`config.mk`:
```
export PLATFORM = sky130hd
export DESIGN_NAME = pk_sat_add
export DESIGN_NICKNAME = d
export VERILOG_FILES = /design/src/rtl/pk_sat_add.sv
export SDC_FILE = /design/constraint.sdc
export NUM_CORES = 1
export LEC_CHECK = 0
export BUFFER_PORTS_ARGS = -buffer_cell sky130_fd_sc_hd__buf_2
export CAP_MARGIN = 20
export CELL_PAD_IN_SITES_DETAIL_PLACEMENT = 0
export CELL_PAD_IN_SITES_GLOBAL_PLACEMENT = 1
export CORE_MARGIN = 2
export CORE_UTILIZATION = 39
export CTS_CLUSTER_DIAMETER = 40
export CTS_CLUSTER_SIZE = 8
export DETAILED_ROUTE_END_ITERATION = 12
export HOLD_SLACK_MARGIN = 0.02
export PLACE_DENSITY = 0.82
export SLEW_MARGIN = 10
export SYNTH_ARGS = -nofsm -noshare
export SYNTH_HDL_FRONTEND = slang
export SYNTH_SLANG_ARGS = --single-unit
```
`constraint.sdc`:
```
create_clock -name clk -period 3.6 [get_ports clk]
set_input_delay 0.54 -clock clk [delete_from_list [all_inputs] [get_ports clk]]
set_output_delay 0.54 -clock clk [all_outputs]
set_load 0.02 [all_outputs]
```
`src/rtl/pk_sat_add.sv`:
```
module pk_sat_add #(
  parameter int W = 128
) (
  input  logic             clk,
  input  logic             rst_n,
  input  logic             in_valid,
  input  logic [7:0]       opcode,
  input  logic             wide,
  input  logic [W-1:0]     a_i,
  input  logic [W-1:0]     b_i,
  output logic             out_valid,
  output logic             out_illegal,
  output logic [W-1:0]     res_o,
  output logic [W/8-1:0]   sat_o
);
  localparam int NB  = W / 8;
  localparam int NW  = W / 16;
  localparam int NBH = NB / 2;
  localparam int NWH = NW / 2;

  logic          is_byte, is_word, legal;
  logic [W-1:0]  byte_res, word_res, next_res;
  logic [NB-1:0] byte_sat, next_sat;
  logic [NW-1:0] word_sat;

  assign is_byte = (opcode == 8'hEC);
  assign is_word = (opcode == 8'hED);
  assign legal   = is_byte | is_word;

  for (genvar i = 0; i < NB; i++) begin : g_byte
    localparam bit LOW = (i < NBH);
    logic [7:0] x, y, s;
    logic       ovf, act;
    assign x   = a_i[8*i +: 8];
    assign y   = b_i[8*i +: 8];
    assign s   = x + y;
    assign ovf = (x[7] == y[7]) && (s[7] != x[7]);
    assign act = LOW | wide;
    assign byte_res[8*i +: 8] = !act ? x : ovf ? (x[7] ? 8'h80 : 8'h7F) : s;
    assign byte_sat[i] = act & ovf;
  end

  for (genvar j = 0; j < NW; j++) begin : g_word
    localparam bit LOW = (j < NWH);
    logic [15:0] x, y, s;
    logic        ovf, act;
    assign x   = a_i[16*j +: 16];
    assign y   = b_i[16*j +: 16];
    assign s   = x + y;
    assign ovf = (x[15] == y[15]) && (s[15] != x[15]);
    assign act = LOW | wide;
    assign word_res[16*j +: 16] = !act ? x : ovf ? (x[15] ? 16'h8000 : 16'h7FFF) : s;
    assign word_sat[j] = act & ovf;
  end

  assign next_res = is_word ? word_res : byte_res;
  assign next_sat = is_word ? {{(NB-NW){1'b0}}, word_sat} : byte_sat;

  always_ff @(posedge clk) begin
    if (!rst_n) begin
      out_valid   <= 1'b0;
      out_illegal <= 1'b0;
      res_o       <= '0;
      sat_o       <= '0;
    end else begin
      out_valid   <= in_valid & legal;
      out_illegal <= in_valid & ~legal;
      if (in_valid && legal) begin
        res_o <= next_res;
        sat_o <= next_sat;
      end
    end
  end

  a_r8_valid_follows: assert property (@(posedge clk) disable iff (!rst_n)
    in_valid && (opcode == 8'hEC || opcode == 8'hED) |=> out_valid);

  a_r9_illegal_quiet: assert property (@(posedge clk) disable iff (!rst_n)
    in_valid && opcode != 8'hEC && opcode != 8'hED |=>
      out_illegal && !out_valid && $stable(res_o) && $stable(sat_o));

  a_r5_upper_kept: assert property (@(posedge clk) disable iff (!rst_n)
    out_valid && !$past(wide) |-> res_o[W-1:W/2] == $past(a_i[W-1:W/2]));

  a_r7_upper_sat_zero: assert property (@(posedge clk) disable iff (!rst_n)
    out_valid && !$past(wide) |-> sat_o[NB-1:NBH] == '0);

  a_r3_word_sat_high: assert property (@(posedge clk) disable iff (!rst_n)
    out_valid && $past(opcode) == 8'hED |-> sat_o[NB-1:NW] == '0);
endmodule

```
# After elaboration in Yosys (flattened, before gate mapping)
# Cells that the tools add are included.
word_totals:
  input_bits: 268
  elab_cells: 173
  register_bits: 146
  out_inout_bits: 146
op_classes:
  n_addsub: 24
  n_mux: 62
  n_bitwise: 16
  n_reduce_logical: 25
  eq_ne: 42
op_table:
  columns: ["operator", "n"]
  rows:
  - ["16-bit 2-to-1 mux", 21]
  - ["8-bit 2-to-1 mux", 40]
  - ["16-bit adder", 8]
  - ["8-bit adder", 16]
  - ["128-bit 2-to-1 mux", 1]
  - ["1-bit logical AND", 25]
  - ["1-bit != test", 24]
  - ["1-bit equality test", 16]
  - ["8-bit equality test, second input constant", 2]
  - ["1-bit AND", 14]
  - ["1-bit NOT", 1]
  - ["1-bit OR", 1]

# Logic depth before layout (Yosys ltp)
logic_depth:
  word_depth: 6
  ltp_mapped: 10
  mapped_depth_nobuf: 10

# Least setup slack after synthesis
# OpenSTA, ideal clock, no wires.
synth_timing:
  path_kind: "in2reg"
  from: "input a_i[64]"
  to: "register res_o[76]"
  t_arrival_ns: 2.626
  t_required_ns: 3.488
  n_path_buf: 0
  cell_stages: 9
  setup_ns: 0.112
  slack_ns: 0.862
  path_cell_list: "ha_1 fa_1 a21o_1 a221oi_1 a21o_1 o21ai_0 xnor2_1 o21a_1 a2111oi_1"
synth_via:
  elab_chain_cells: 6
synth_rtl:
  columns: ["element", "line", "source"]
  rows:
  - ["start, declared", "9", "input logic [W-1:0] a_i,"]
  - ["16-bit adder (*)", "49", "assign s = x + y;"]
  - ["1-bit != test", "50", "assign ovf = (x[15] == y[15]) && (s[15] != x[15]);"]
  - ["1-bit logical AND", "50", null]
  - ["16-bit 2-to-1 mux (*) (2 in a row)", "52", "assign word_res[16*j +: 16] = !act ? x : ovf ? (x[15] ? 16'h8000 : 16'h7FFF) : s;"]
  - ["128-bit 2-to-1 mux (*)", "56", "assign next_res = is_word ? word_res : byte_res;"]
  - ["end signal, assigned", "69", "res_o <= next_res;"]
  - ["end, declared", "13", "output logic [W-1:0] res_o,"]
# Every way passes the cells marked *; elsewhere a longest branch is shown, timed or not.
# A chain may end at the register's enable or synchronous reset.

# Worst setup path in the final report
# Ends and elaborated chain as after synthesis.

==> flow_summary.json <==
{
  "ys_seq_area_frac": 0.192,
  "first_pass_iters": 6,
  "clockBufferDepth": 2,
  "die_x_um": 202,
  "status": "finished clean",
  "layout-drive-gt1-share": 0.221,
  "mostFrequentLayoutCells": "buf_2 (413), a21oi_1 (255), nand2_1 (205), o21ai_0 (171), dfxtp_1 (146)",
  "synth_nets": 2467,
  "synth_top_area_cell": "dfxtp_1",
  "antenna_found_initial": 13,
  "reg2reg_depth": 3,
  "hpwl_um": 43400,
  "cap_violations": 0,
  "die_h_um": 202,
  "vias_per_cell": 5.93,
  "cts_max_level": 4,
  "cts-root-buf": "clkbuf_16",
  "skew_ns": 0,
  "postSynthCellCount": 2063,
  "synth-seq-cells": 146,
  "portBuffers": 413,
  "post_cts_buffers": 0,
  "drc": 0,
  "max_freq_mhz": 371,
  "setup_viol": 0,
  "crit_fanout": 4,
  "gr-usage-all-layers": 0.270,
  "required_ns": 3.92,
  "drt_iter0_markers": 1053,
  "slew_viol_final": 0,
  "setup_tns_ns": 0,
  "gp_congestion": 0.922,
  "netlist.area_leader.share": 0.192,
  "row_count": 72,
  "hold_violations": 0,
  "io_pins": 414,
  "synthFlopType": "dfxtp_1",
  "cp-end-kind": "flop",
  "avgSynthCellArea_um2": 7.39,
  "critical_path.startpoint_type": "input pin",
  "hold_class": "in -> reg",
  "clk_latency_ns": 0.44,
  "tightest_slew_ns": 0.854,
  "fp.coreArea_um2": 38600,
  "ys_async_sr_fraction": 0,
  "first_global_vias": 16300,
  "die-area_um2": 40700,
  "fin_ws_ns": 0.903,
  "finalCritPeriodShare": 0.749,
  "routed_wl_um": 56800,
  "cts_sinks": 146,
  "worstHoldEndpoint": "out_illegal$_SDFF_PN0_",
  "numCtsBuffers": 17,
  "p_per_area_nw_per_um2": 320,
  "cp.arrival_ns": 3.02,
  "wire_per_inst_um": 19.4,
  "irDropWorstVdd_mv": 0.339,
  "fin_util": 0.475,
  "pre_cts_ws_ns": 0.493,
  "postRouteAntennaNets": 0,
  "syn_area_um2": 15200,
  "critPathKind": "in -> reg",
  "hold_start": "in_valid",
  "ys_warn_count": 0,
  "vias": 17400,
  "ctsResizeCount": 0,
  "grt_start_max_net_pins": 61,
  "grt_setup_unrepaired": "false",
  "holdWs_ns": 0.342,
  "synth_cell_type_count": 106,
  "start_util": 0.395,
  "r2r-start": "res_o[36]$_SDFFE_PN0P_",
  "nets": 2797,
  "syn_to_final_growth_pct": 20.3,
  "cts_tree": "yes",
  "final_common_cell": "buf_2",
  "reg2reg_slack_ns": 2.65,
  "grt-ovfl-total": 0,
  "clk_pin_slew_worst_paths_ns": 0.07,
  "r2r-end": "res_o[36]$_SDFFE_PN0P_",
  "p_leak_nw": 8.13,
  "whs_path_depth": 3,
  "totalPowerFinal_w": 0.00587,
  "postCtsHoldBufs": 0,
  "grt_pass1_wl_um": 89000,
  "slew_headroom": 0.425,
  "fin_crit_ns": 2.70,
  "synth.area.top_cells": "dfxtp_1 (19%), ha_1 (9.8%), a21oi_1 (8.4%), o21ai_0 (5.6%), nand2_1 (5.1%)",
  "synth_edf_count": 0
}
-- cell usage after synthesis, types with 9 or more instances --
cell,n
a21oi_1,255
nand2_1,207
o21ai_0,171
dfxtp_1,146
nor2_1,128
ha_1,120
clkbuf_1,74
xnor2_1,68
nand3_1,59
inv_1,54
nor3_1,48
o211ai_1,46
xor2_1,46
a21o_1,45
buf_2,38
and3_1,36
a31oi_1,34
a211oi_1,32
o21a_1,28
nand4_1,27
o31ai_1,26
o22ai_1,21
or3_1,21
fa_1,16
o21bai_1,16
a221oi_1,13
o21ai_1,12
a211o_1,11
a22o_1,11
and2_1,11
a21boi_0,10
a2bb2oi_1,10
nand2b_1,10
nor2b_1,10
or2_2,10
a311oi_1,9
mux2i_1,9
o221ai_1,9
-- where the power goes --
group | leakage [nW] | switching (W) | internal, W | total, W
combinational | 6.63 | 0.00126 | 0.000852 | 0.00212
sequential | 1.18 | 0.00000313 | 0.00162 | 0.00162
clock | 0.324 | 0.000782 | 0.00135 | 0.00213
total | 8.13 | 0.00205 | 0.00382 | 0.00587
-- metal layers --
metal	wire (um)	vias to the layer above	global-route usage
li1	-	8455	-
met4	1540	4	0.0943
met1	25300	8172	0.360
met3	4030	87	0.0476
met5	27	-	0
met2	25900	676	0.437
-- cells by family after synthesis --
logic type,synth area share
flip-flops,0.192
buffers and inverters,0.0488
multiplexers,0.00763
adder cells (fa/ha/maj),0.119
XOR/XNOR,0.0655
AND/OR/NAND/NOR,0.190
AO/OA/AOI/OAI,0.377
-- state kept, by name, indices dropped and copies added, names as in the netlist --
name	flops
out_illegal	1
out_valid	1
sat_o	16
res_o	128
-- final cells by class --
cell class                      instances  area (um2)
Antenna cell                           11        27.5
Clock buffer                           20         467
Clock inverter                         10         205
Fill cell                            3924       20300
Inverter                               54         203
Multi-Input combinational cell       1739       11600
Sequential cell                       146        2920
Tap cell                              518         648
Timing Repair Buffer                  435        2270
-- worst max-delay path by stage --
stage                 start                 endpoint  slack (ns)  cells past startpoint
finish              a_i[64]   res_o[76]$_SDFFE_PN0P_        0.90                     11
CTS                 a_i[64]   res_o[76]$_SDFFE_PN0P_        0.96                     11
global placement    a_i[96]  res_o[110]$_SDFFE_PN0P_        0.55                     10
floorplan           a_i[64]   res_o[76]$_SDFFE_PN0P_        0.86                      9
detailed placement  a_i[64]   res_o[76]$_SDFFE_PN0P_        0.49                     11
global route        a_i[28]   res_o[28]$_SDFFE_PN0P_        0.75                      8
-- through the flow --
stage / cells / instance area (um2)
after CTS: 2922 / 18300
after detailed placement: 2892 / 17600
final: 2933 / 18300
after global routing: 2928 / 18300
after floorplan: 2063 / 15200
after global placement: 2892 / 17600
-- worst max-delay path, stage by stage --
cell and delay (ns):
buf_2 0.10, ha_1 0.23, fa_1 0.41, a21o_1 0.19
a221oi_1 0.25, buf_4 0.18, a21o_1 0.21, o21ai_0 0.14
xnor2_1 0.17, o21a_1 0.18, a2111oi_1 0.40
No activity file was read; power rests on OpenSTA's default activity.
